$ cat config.mk
export PLATFORM = sky130hd
export DESIGN_NAME = prom_word_path
export DESIGN_NICKNAME = d
export VERILOG_FILES = /design/src/rtl/prom_pgm_pkg.sv /design/src/rtl/prom_word_path.sv
export SDC_FILE = /design/constraint.sdc
export NUM_CORES = 1
export LEC_CHECK = 0
export ABC_AREA = 0
export ABC_CLOCK_PERIOD_IN_PS = 4600
export BUFFER_PORTS_ARGS = -buffer_cell sky130_fd_sc_hd__buf_2
export CORE_MARGIN = 3
export CORE_UTILIZATION = 50
export CTS_CLUSTER_DIAMETER = 50
export DETAILED_ROUTE_END_ITERATION = 10
export GPL_TIMING_DRIVEN = 0
export PLACE_DENSITY = 0.75
export SETUP_SLACK_MARGIN = 0.5
export SLEW_MARGIN = 20
export SYNTH_ARGS = -nofsm -noshare
export SYNTH_HDL_FRONTEND = slang
export SYNTH_SLANG_ARGS = --single-unit
$ cat constraint.sdc
create_clock -name clk -period 4.6 [get_ports clk]
set_input_delay 1.15 -clock clk [delete_from_list [all_inputs] [get_ports clk]]
set_output_delay 1.15 -clock clk [all_outputs]
set_load 0.02 [all_outputs]
$ cat src/rtl/prom_pgm_pkg.sv
package prom_pgm_pkg;

  typedef enum logic [1:0] {
    VPP_NOM  = 2'd0,
    VPP_PROG = 2'd1,
    VPP_VFY  = 2'd2
  } vpp_lvl_e;

  typedef enum logic [2:0] {
    OP_NONE,
    OP_LOAD,
    OP_READ,
    OP_STEP,
    OP_EXIT
  } pgm_op_e;

endpackage

$ cat src/rtl/prom_word_path.sv
module prom_word_path
  import prom_pgm_pkg::*;
#(
  parameter int WORD_W       = 32,
  parameter int AW           = 6,
  parameter int LAST_ADDR    = 40,
  parameter int NEED_STROBES = 2
) (
  input  logic              clk,
  input  logic              rst_n,
  input  logic              in_mode,
  input  pgm_op_e           op,
  input  logic              rd_cond,
  input  logic              strobe_ok,
  input  logic              data_in,
  output logic [WORD_W-1:0] latch_q,
  output logic [AW-1:0]     addr_q,
  output logic [$clog2(WORD_W)-1:0] bidx_q,
  output logic              commit
);

  localparam int BW = $clog2(WORD_W);
  localparam int SW = $clog2(NEED_STROBES + 1);

  logic [WORD_W-1:0] latch_d;
  logic [AW-1:0]     addr_d;
  logic [BW-1:0]     bidx_d;
  logic [SW-1:0]     scnt_q, scnt_d;
  logic              latch_en;

  assign latch_en = (op == OP_LOAD);
  assign latch_d  = {data_in, latch_q[WORD_W-1:1]};
  assign commit   = strobe_ok && (scnt_q >= SW'(NEED_STROBES - 1));

  always_comb begin
    addr_d = addr_q;
    if (!in_mode)
      addr_d = '0;
    else if (op == OP_STEP && addr_q != AW'(LAST_ADDR))
      addr_d = addr_q + 1'b1;
  end

  always_comb begin
    bidx_d = bidx_q;
    if (!rd_cond)
      bidx_d = '0;
    else if (op == OP_READ)
      bidx_d = (bidx_q == BW'(WORD_W - 1)) ? '0 : bidx_q + 1'b1;
  end

  always_comb begin
    scnt_d = scnt_q;
    if (!in_mode || op == OP_STEP)
      scnt_d = '0;
    else if (strobe_ok && scnt_q != SW'(NEED_STROBES))
      scnt_d = scnt_q + 1'b1;
  end

  always_ff @(posedge clk or negedge rst_n) begin
    if (!rst_n) begin
      latch_q <= '1;
      addr_q  <= '0;
      bidx_q  <= '0;
      scnt_q  <= '0;
    end else begin
      if (latch_en) latch_q <= latch_d;
      addr_q <= addr_d;
      bidx_q <= bidx_d;
      scnt_q <= scnt_d;
    end
  end

  // the word counter never passes the polarity word
  a_r7_addr_bound: assert property (@(posedge clk) disable iff (!rst_n)
    addr_q <= AW'(LAST_ADDR));

  // a new read always starts on bit 0
  a_r6_read_from_lsb: assert property (@(posedge clk) disable iff (!rst_n)
    $rose(rd_cond) |-> (bidx_q == '0));

  // latches hold whenever the previous edge carried no load
  a_r5_latch_hold: assert property (@(posedge clk) disable iff (!rst_n)
    !$past(op == OP_LOAD) |-> $stable(latch_q));

endmodule

==> results of run 1 <==
==> power by group <==
group	internal, mW	switching (mW)	leakage [nW]
clock	0.108	0.137	0.0489
combinational	0.0654	0.0924	0.621
sequential	0.459	0.0254	0.511
total	0.633	0.254	1.18
==> worst reg2reg max path, stage by stage, from the launching register on <==
cell,delay [ns]
dfrtp_1,0.44
ha_1,0.25
and3_1,0.19
ha_1,0.21
nor4b_1,0.45
nand3b_1,0.13
a21boi_0,0.18
==> cell usage in the layout, fill, tap and decap left out, drive strengths merged, types with 3 or more instances in the layout <==
cell / synthesis / routed
buf: 3 / 54
mux2: 32 / 32
dfstp: 32 / 32
dfrtp: 13 / 13
nand2: 8 / 8
mux2i: 7 / 7
inv: 5 / 7
clkbuf: 2 / 7
ha: 6 / 6
nor2b: 5 / 5
nor2: 4 / 4
nand3: 3 / 3
o21ai: 3 / 3
a21oi: 3 / 3
a21boi: 3 / 3
==> through the flow <==
step,cell area [um^2],setup WS (ns),total power [mW],util (%),std cells
final,2387,1.935,0.8874,63.77,252
after global routing,2387,1.918,0.9347,63.77,252
after CTS,2387,1.930,0.8999,63.77,252
after detailed placement,2298,1.929,0.6529,61.40,244
after global placement,2298,1.938,0.6459,61.40,244
after floorplan,1983,1.973,0.5930,-,145
==> layout make-up <==
cell class	instances	area [um^2]
plain buffers	5	23.77
clock buffers	5	68.82
clock inverters	3	20.02
fillers	332	1356
inverters	5	18.77
multi-input cells	90	774.5
flip-flops and latches	45	1166
well taps	48	60.06
repair buffers	51	255.2
==> sequential cells by signal, indices dropped and copies added (netlist names) <==
| name | count |
|---|---|
| latch_q | 32 |
| addr_q | 6 |
| bidx_q | 5 |
| scnt_q | 2 |
==> routing by layer <==
layer | track usage [%] | wire length [um] | vias to the layer above
met5 | 0 | 0 | -
met4 | 6.569 | 46 | 0
met3 | 5.024 | 258 | 7
met2 | 25.48 | 1707 | 43
met1 | 19.04 | 1419 | 645
li1 | - | - | 632
==> cells by family after synthesis <==
family / count (synthesis) / synth area share, %
flops: 45 / 58.80
mux: 39 / 21.70
simple gates: 32 / 9.338
compound gates: 12 / 3.785
buf+inv: 10 / 2.145
fa+ha+maj: 6 / 3.785
xor+xnor: 1 / 0.4417
==> path summary, 6_finish.rpt <==
kind                                         end  slack [ns]                  start
min reg2reg                scnt_q[1]$_DFFE_PN0P_        0.56  scnt_q[1]$_DFFE_PN0P_
max                                       commit        1.93              strobe_ok
min                        scnt_q[1]$_DFFE_PN0P_        0.56  scnt_q[1]$_DFFE_PN0P_
min in group asynchronous  addr_q[1]$_DFFE_PN0P_        1.00                  rst_n
max in group asynchronous  scnt_q[0]$_DFFE_PN0P_        3.04                  rst_n
max reg2reg                bidx_q[2]$_DFFE_PN0P_        2.68  bidx_q[0]$_DFFE_PN0P_
==> impl_metrics.env, run 1 <==
export IMPL_status="finished, final reports clean"
export IMPL_startpoint_type="primary input"
export IMPL_crit_chain="buf_2, nor2b_1, buf_2"
export IMPL_syn_nets=160
export IMPL_cts_tree="built"
export IMPL_coreArea_um2=3744
export IMPL_synth_top_area_share_pct=42.40
export IMPL_antenna_found_initial=0
export IMPL_ys_flop_type="dfstp_2"
export IMPL_ys_warn_count=0
export IMPL_dr_total_vias=1327
export IMPL_report_final_setup_viol=0
export IMPL_postCtsHoldBufs=0
export IMPL_htreeDepth=2
export IMPL_syn_area_per_cell_um2=13.68
export IMPL_ff2ff_path_depth=6
export IMPL_synth_common_cells="dfstp_2 (32), mux2_2 (32), dfrtp_1 (13)"
export IMPL_final_antenna_net_count=0
export IMPL_port_buffers=51
export IMPL_critPathKind="primary input to output port"
export IMPL_synth_edf_count=0
export IMPL_path_delay_family="buffers and inverters"
export IMPL_setup_worst_path_end_class="output port"
export IMPL_path_max_fanout=2
export IMPL_synth_area_um2=1983
export IMPL_critPathBufInv=2
export IMPL_routed_wl_um=3432
export IMPL_fin_crit_ns=2.665
export IMPL_via_per_inst=5.266
export IMPL_p_per_area_nw_per_um2=371.7
export IMPL_p_leak_nw=1.181
export IMPL_cpPeakStageDelay_ns=0.15
export IMPL_ys_types=31
export IMPL_crit_cells=3
export IMPL_cts_root_buf="clkbuf_8"
export IMPL_syn_to_final_growth_pct=20.38
export IMPL_placementRows=22
export IMPL_die_w_um=68.98
export IMPL_fmax_mhz=375.2
export IMPL_tightest_slew_ns=0.9277
export IMPL_yosysTopAreaCell="dfstp_2"
export IMPL_cp_data_required_time_ns=3.45
export IMPL_fin_worst_skew_ns=0.006719
export IMPL_dieHeight_um=68.98
export IMPL_synth_seq_cells=45
export IMPL_drt_iter0_drc=85
export IMPL_synth_area_leaders="dfstp_2 (42%), mux2_2 (18%), dfrtp_1 (16%)"
export IMPL_clk_path_buf_depth=2
export IMPL_drt_pre_antenna_iters=4
export IMPL_hold_ws_ns=0.5612
export IMPL_worstPathArrival_ns=1.52
export IMPL_finalNetCount=218
export IMPL_grt_pass1_vias=1218
export IMPL_hp_class="flip-flop to flip-flop"
export IMPL_drive_above_1_share_pct=62.25
export IMPL_fin_setup_tns_ns=0
export IMPL_ys_seq_area_share_pct=58.80
export IMPL_overflow=0
export IMPL_holdPathStages=2
export IMPL_report_final_hold_viol_count=0
export IMPL_cp_slowest_cell="buf_2"
export IMPL_track_usage_pct=15.64
export IMPL_grt_max_degree=46
export IMPL_hpwl_um=2576
export IMPL_maxCapViolCount=0
export IMPL_final_max_slew_violation_count=0
export IMPL_period_share_pct=57.94
export IMPL_async_flop_share_pct=100.0
export IMPL_post_route_drc_count=0
export IMPL_clock_latency_ns=0.29
export IMPL_crit_top_cell="buf_2"
export IMPL_cts_buffers=5
export IMPL_ctsResizeCount=0
export IMPL_vdd_drop_max_v=0.0002688
export IMPL_grt_pass1_wl_um=5375
export IMPL_path_clk_slew_ns=0.08
export IMPL_rsz0062_at_grt="no"
export IMPL_gp_congestion=0.7716
export IMPL_syn_inst=145
export IMPL_postCtsSetupRepairBufs=0
export IMPL_wire_per_inst_um=13.62
export IMPL_initial_core_util_pct=52.97
export IMPL_diodes=0
export IMPL_boundaryPins=53
export IMPL_maxSlewHeadroom_pct=38.15
export IMPL_dieArea_um2=4758
export IMPL_cts_sinks=45
No activity file was read; power rests on OpenSTA's default activity.
==> run 2, diff against run 1 <==
--- a/config.mk
+++ b/config.mk
@@ -6,14 +6,14 @@
 export NUM_CORES = 1
 export LEC_CHECK = 0
 export ABC_AREA = 0
-export ABC_CLOCK_PERIOD_IN_PS = 4600
+export ABC_CLOCK_PERIOD_IN_PS = 2300
 export BUFFER_PORTS_ARGS = -buffer_cell sky130_fd_sc_hd__buf_2
 export CORE_MARGIN = 3
-export CORE_UTILIZATION = 50
+export CORE_UTILIZATION = 47
 export CTS_CLUSTER_DIAMETER = 50
 export DETAILED_ROUTE_END_ITERATION = 10
 export GPL_TIMING_DRIVEN = 0
-export PLACE_DENSITY = 0.75
+export PLACE_DENSITY = 0.74
 export SETUP_SLACK_MARGIN = 0.5
 export SLEW_MARGIN = 20
 export SYNTH_ARGS = -nofsm -noshare
==> constraint.sdc (replaced) <==
create_clock -name clk -period 2.3 [get_ports clk]
set_input_delay 0.575 -clock clk [delete_from_list [all_inputs] [get_ports clk]]
set_output_delay 0.575 -clock clk [all_outputs]
set_load 0.02 [all_outputs]
==> run 2 against run 1 <==
Compared with the run above: die area increased by 5.8%; final area up 3.4%; cell count increased by 0.79%; global-route usage shrank 0.13 points; setup slack got worse by 1.4 ns; critical path type is now flip-flop to flip-flop; count of clock-buffer cells in the layout rose by 3; sequential power rose by 100%; sequential share of layout area decreased by 1.6 points; critical endpoint is now bidx_q[3]$_DFFE_PN0P_; combinational power up 100%.
==> impl_metrics.env, run 2 (synthesis gave the netlist of run 1 again) <==
export IMPL_worstPathArrival_ns=1.94
export IMPL_cts_sinks=45
export IMPL_wire_per_inst_um=14.21
export IMPL_p_int_mw=1.364
export IMPL_reg_top3="latch_q x32, addr_q x6, bidx_q x5"
export IMPL_clk_path_buf_depth=2
export IMPL_drt_iter0_drc=32
export IMPL_drive_above_1_share_pct=65.53
export IMPL_placementRows=22
export IMPL_layout_commonest_cell="buf_2"
export IMPL_dr_total_vias=1330
export IMPL_p_leak_nw=1.199
export IMPL_fin_setup_tns_ns=0
export IMPL_hold_ws_ns=0.4345
export IMPL_critPathKind="flip-flop to flip-flop"
export IMPL_die_w_um=70.96
export IMPL_largest_reg_flops=32
export IMPL_place_area_um2=2300
export IMPL_post_route_drc_count=0
export IMPL_dieHeight_um=70.96
export IMPL_maxCapViolCount=0
export IMPL_r2r_end="bidx_q[3]$_DFFE_PN0P_"
export IMPL_startpoint_type="flip-flop"
export IMPL_cts_root_buf="clkbuf_8"
export IMPL_port_buffers=51
export IMPL_initial_core_util_pct=51.46
export IMPL_cts_buffers=5
export IMPL_postCtsHoldBufs=0
export IMPL_report_final_setup_viol=0
export IMPL_setup_worst_path_end_class="flip-flop"
export IMPL_period_share_pct=74.62
export IMPL_via_per_inst=5.236
export IMPL_coreArea_um2=3854
export IMPL_htreeDepth=2
export IMPL_p_per_area_nw_per_um2=751.0
export IMPL_mostFrequentLayoutCells="buf_2 (53), mux2_2 (32), dfstp_2 (32)"
export IMPL_hp_class="primary input to async pin"
export IMPL_track_usage_pct=15.51
export IMPL_switching_power_mw=0.4904
export IMPL_clock_latency_ns=0.29
export IMPL_crit_chain="ha_1, and3_4, ha_4, or4_1, a21boi_1"
export IMPL_antenna_found_initial=0
export IMPL_gp_congestion=0.7387
export IMPL_dieArea_um2=5035
export IMPL_path_max_fanout=4
export IMPL_finalNetCount=220
export IMPL_r2r_start="bidx_q[0]$_DFFE_PN0P_"
export IMPL_grt_pass1_vias=1311
export IMPL_overflow=0
export IMPL_final_max_slew_violation_count=0
export IMPL_report_final_hold_viol_count=0
export IMPL_regToRegSetupSlack_ns=0.58
export IMPL_share_comb_of_total_power_pct=17.3
export IMPL_p_seq_share_pct=52.5
export IMPL_rsz0062_at_grt="no"
export IMPL_pwr_share_clk_pct=30.3
export IMPL_swShare_pct=26.45
export IMPL_status="finished, final reports clean"
export IMPL_path_clk_slew_ns=0.08
export IMPL_cts_tree="built"
export IMPL_critPathBufInv=0
export IMPL_path_delay_family="simple AND/OR/NAND/NOR gates"
export IMPL_cp_data_required_time_ns=2.52
export IMPL_maxSlewHeadroom_pct=36.00
export IMPL_fin_area_um2=2469
export IMPL_drt_pre_antenna_iters=4
export IMPL_diodes=0
export IMPL_fmax_mhz=582.6
export IMPL_final_antenna_net_count=0
export IMPL_cpPeakStageDelay_ns=0.51
export IMPL_regMostFlops="latch_q"
export IMPL_tightest_slew_ns=0.9601
export IMPL_boundaryPins=53
export IMPL_cp_slowest_cell="or4_1"
export IMPL_fin_worst_skew_ns=0.002302
export IMPL_grt_max_degree=46
export IMPL_syn_to_final_growth_pct=24.48
export IMPL_fin_crit_ns=1.716
export IMPL_hpwl_um=2616
export IMPL_routed_wl_um=3610
export IMPL_ff2ff_path_depth=5
export IMPL_vdd_drop_max_v=0.0005648
export IMPL_grt_pass1_wl_um=6009
-- run 2: changes by cell type in the layout (fill, tap and decap cells not counted), sizes merged --
cell / before / now
buf: 54 / 56
clkbuf: 7 / 10
clkinv: 1 / 0
inv: 7 / 5
-- run 2: worst max path at each step --
stage / from / end / slack, ns / depth (start not counted)
floorplan: bidx_q[1]$_DFFE_PN0P_ / bidx_q[3]$_DFFE_PN0P_ / 0.52 / 5
finish: bidx_q[0]$_DFFE_PN0P_ / bidx_q[3]$_DFFE_PN0P_ / 0.58 / 5
CTS: bidx_q[1]$_DFFE_PN0P_ / bidx_q[3]$_DFFE_PN0P_ / 0.51 / 5
detailed placement: op[1] / latch_q[7]$_DFFE_PN1N_ / 0.19 / 4
global placement: op[1] / latch_q[27]$_DFFE_PN1N_ / 0.28 / 4
global route: bidx_q[0]$_DFFE_PN0P_ / bidx_q[3]$_DFFE_PN0P_ / 0.49 / 5
-- run 2: cell type report --
type	count	area, um^2
Timing Repair Buffer	53	272.8
Fill cell	321	1385
Sequential cell	45	1167
Inverter	5	18.77
Multi-Input combinational cell	90	814.5
Clock buffer	8	111.4
Buffer	5	23.77
Tap cell	48	60.06
-- run 2: metal layers --
metal	vias to the layer above	GRT usage [%]	share of wire, %	routed length, um
met5	-	0	0	0
met4	0	5.428	1.6	56
met3	7	6.676	7.6	276
met2	44	24.41	48	1747
met1	653	19.14	42	1529
li1	626	-	-	-
-- run 2: metrics by stage --
stage	std cells	total power [mW]	util, %	setup WS, ns
final	254	1.854	64.06	0.5837
after global routing	254	1.958	64.06	0.4936
after CTS	253	1.873	62.99	0.5056
after detailed placement	244	1.306	59.68	0.1940
after global placement	244	1.294	59.68	0.2784
after floorplan	145	1.186	-	0.5217
-- run 2: repair_timing --
| action | in CTS | in global routing |
|---|---|---|
| buffers inserted | 1 | 1 |
| gates resized for setup | 2 | 7 |
| pin swaps | 0 | 1 |
| setup endpoints to repair | 3 | 30 |
| endpoints found under the hold margin | 0 | 0 |
-- run 2: power groups by stage --
stage / clock network, mW / logic (mW) / registers (mW)
finish: 0.561 / 0.320 / 0.973
floorplan: 0 / 0.111 / 1.08
global placement: 0 / 0.314 / 0.980
global route: 0.621 / 0.349 / 0.988
detailed placement: 0 / 0.319 / 0.986
CTS: 0.577 / 0.322 / 0.974
==> run 3, diff against run 2 <==
--- a/config.mk
+++ b/config.mk
@@ -6,7 +6,7 @@
 export NUM_CORES = 1
 export LEC_CHECK = 0
 export ABC_AREA = 0
-export ABC_CLOCK_PERIOD_IN_PS = 2300
+export ABC_CLOCK_PERIOD_IN_PS = 1520
 export BUFFER_PORTS_ARGS = -buffer_cell sky130_fd_sc_hd__buf_2
 export CORE_MARGIN = 3
 export CORE_UTILIZATION = 47
==> constraint.sdc (replaced) <==
create_clock -name clk -period 1.52 [get_ports clk]
set_input_delay 0.38 -clock clk [delete_from_list [all_inputs] [get_ports clk]]
set_output_delay 0.38 -clock clk [all_outputs]
set_load 0.02 [all_outputs]
==> run 3 against run 2 <==
Compared with the run above: the run now ends with negative setup slack left; largest cell class is now buffers; sequential share of layout area down 15 points; clock power up 50%; register-to-register slack worse by 0.77 ns; via count up 36%; highest routed layer unchanged; clock skew up 0.0054 ns; critical endpoint is now bidx_q[0]$_DFFE_PN0P_; die area unchanged.
==> impl_metrics.env, run 3 (synthesis gave the netlist of run 1 again) <==
export IMPL_maxSlewHeadroom_pct=60.36
export IMPL_drt_iter0_drc=107
export IMPL_initial_core_util_pct=51.46
export IMPL_die_w_um=70.96
export IMPL_worst_slack_ns=-0.1828
export IMPL_worstPathArrival_ns=1.92
export IMPL_antenna_found_initial=0
export IMPL_vdd_drop_max_v=0.0008585
export IMPL_cts_sinks=45
export IMPL_path_max_fanout=4
export IMPL_report_final_hold_viol_count=0
export IMPL_dp_slack_ns=-0.2246
export IMPL_fin_setup_tns_ns=-0.4926
export IMPL_port_buffers=51
export IMPL_maxCapViolCount=0
export IMPL_dr_total_vias=1804
export IMPL_cts_tree="built"
export IMPL_grt_max_degree=46
export IMPL_rsz0062_at_grt="yes"
export IMPL_hp_class="primary input to async pin"
export IMPL_placementRows=22
export IMPL_p_per_area_nw_per_um2=938.3
export IMPL_layout_commonest_cell="buf_6"
export IMPL_overflow=0
export IMPL_violations="negative setup slack"
export IMPL_regMostFlops="latch_q"
export IMPL_critPathKind="flip-flop to flip-flop"
export IMPL_period_share_pct=112.0
export IMPL_p_int_mw=2.390
export IMPL_grt_use_met2_pct=51.60
export IMPL_fin_area_um2=3664
export IMPL_dieArea_um2=5035
export IMPL_gp_congestion=0.7663
export IMPL_met1_usage_pct=34.22
export IMPL_fin_worst_skew_ns=0.007689
export IMPL_startpoint_type="flip-flop"
export IMPL_postCtsHoldBufs=0
export IMPL_routed_wl_um=8075
export IMPL_busiest_layer="met2"
export IMPL_dieHeight_um=70.96
export IMPL_drive_above_1_share_pct=84.15
export IMPL_p_seq_share_pct=44.0
export IMPL_largest_reg_flops=32
export IMPL_final_antenna_net_count=0
export IMPL_htreeDepth=2
export IMPL_mostFrequentLayoutCells="buf_6 (53), buf_4 (45), mux2_4 (32), dfstp_2 (32), dfrtp_2 (10)"
export IMPL_place_area_um2=2547
export IMPL_status="finished with violations"
export IMPL_cp_data_required_time_ns=1.74
export IMPL_hpwl_um=2857
export IMPL_clock_latency_ns=0.31
export IMPL_reg_top3="latch_q x32, addr_q x6, bidx_q x5"
export IMPL_pwr_share_clk_pct=24.6
export IMPL_finalNetCount=279
export IMPL_boundaryPins=53
export IMPL_hold_ws_ns=0.1044
export IMPL_tightest_slew_ns=0.5946
export IMPL_clk_path_buf_depth=2
export IMPL_layout_cells_non_filler=313
export IMPL_fmax_mhz=587.3
export IMPL_track_usage_pct=28.80
export IMPL_via_per_inst=5.764
export IMPL_final_util_pct=95.06
export IMPL_report_final_setup_viol=4
export IMPL_diodes=0
export IMPL_coreArea_um2=3854
export IMPL_grt_pass1_vias=1900
export IMPL_switching_power_mw=1.048
export IMPL_drt_pre_antenna_iters=4
export IMPL_syn_to_final_growth_pct=84.73
export IMPL_cts_root_buf="clkbuf_8"
export IMPL_share_comb_of_total_power_pct=31.5
export IMPL_setup_worst_path_end_class="flip-flop"
export IMPL_dp_cells=244
export IMPL_met3_usage_pct=5.540
export IMPL_totalPowerFinal_mw=3.438
export IMPL_wire_per_inst_um=25.80
export IMPL_path_clk_slew_ns=0.09
export IMPL_grt_pass1_wl_um=10920
export IMPL_swShare_pct=30.48
export IMPL_cts_buffers=5
export IMPL_fin_crit_ns=1.703
export IMPL_p_leak_nw=1.666
export IMPL_post_route_drc_count=0
export IMPL_final_max_slew_violation_count=0
## run 3: power groups by stage
stage	Clock, mW	Sequential, mW	Combinational [mW]
floorplan	0	1.64	0.254
global placement	0	1.50	0.569
detailed placement	0	1.51	0.583
CTS	0.791	1.48	0.986
global route	0.889	1.52	1.13
finish	0.844	1.51	1.08
## run 3: routing by layer
layer  share of wire (%)  routed length (um)
met2                  52                4170
met1                  37                2994
met4                 4.8                 388
met5                   0                   0
met3                 6.5                 521
## run 3: path summary, 6_finish.rpt
kind / start / end / slack [ns] / depth (start not counted)
setup reg to reg: bidx_q[1]$_DFFE_PN0P_ / bidx_q[0]$_DFFE_PN0P_ / -0.18 / 6
hold / removal: rst_n / addr_q[3]$_DFFE_PN0P_ / 0.10 / 1
hold reg to reg: addr_q[5]$_DFFE_PN0P_ / addr_q[5]$_DFFE_PN0P_ / 0.65 / 2
setup / recovery: bidx_q[1]$_DFFE_PN0P_ / bidx_q[0]$_DFFE_PN0P_ / -0.18 / 6
max in group asynchronous: rst_n / addr_q[0]$_DFFE_PN0P_ / 0.99 / 1
min in group clk: data_in / latch_q[31]$_DFFE_PN1N_ / 0.30 / 2
## run 3: area by class of cell
cell class / instances / area (um^2)
multi-input combinational: 90 / 1076
fill: 91 / 190.2
tap: 48 / 60.06
timing repair buffer: 112 / 1160
buffer: 5 / 77.57
sequential: 45 / 1179
clock buffer: 7 / 86.33
inverter: 5 / 18.77
clock inverter: 1 / 6.256
## run 3: critical path, stage by stage, from the launching register on
cell	delay, ns
dfrtp_2	0.44
ha_4	0.17
and3_4	0.18
ha_4	0.18
nor4b_4	0.28
mux2i_1	0.17
nor2b_1	0.19
## run 3: what timing repair did
item	4_1_cts	5_1_grt
cloned	3	0
resized for setup	117	21
buffers inserted	48	10
pin swaps	10	8
setup endpoints to repair	87	96
endpoints found under the hold margin	0	0
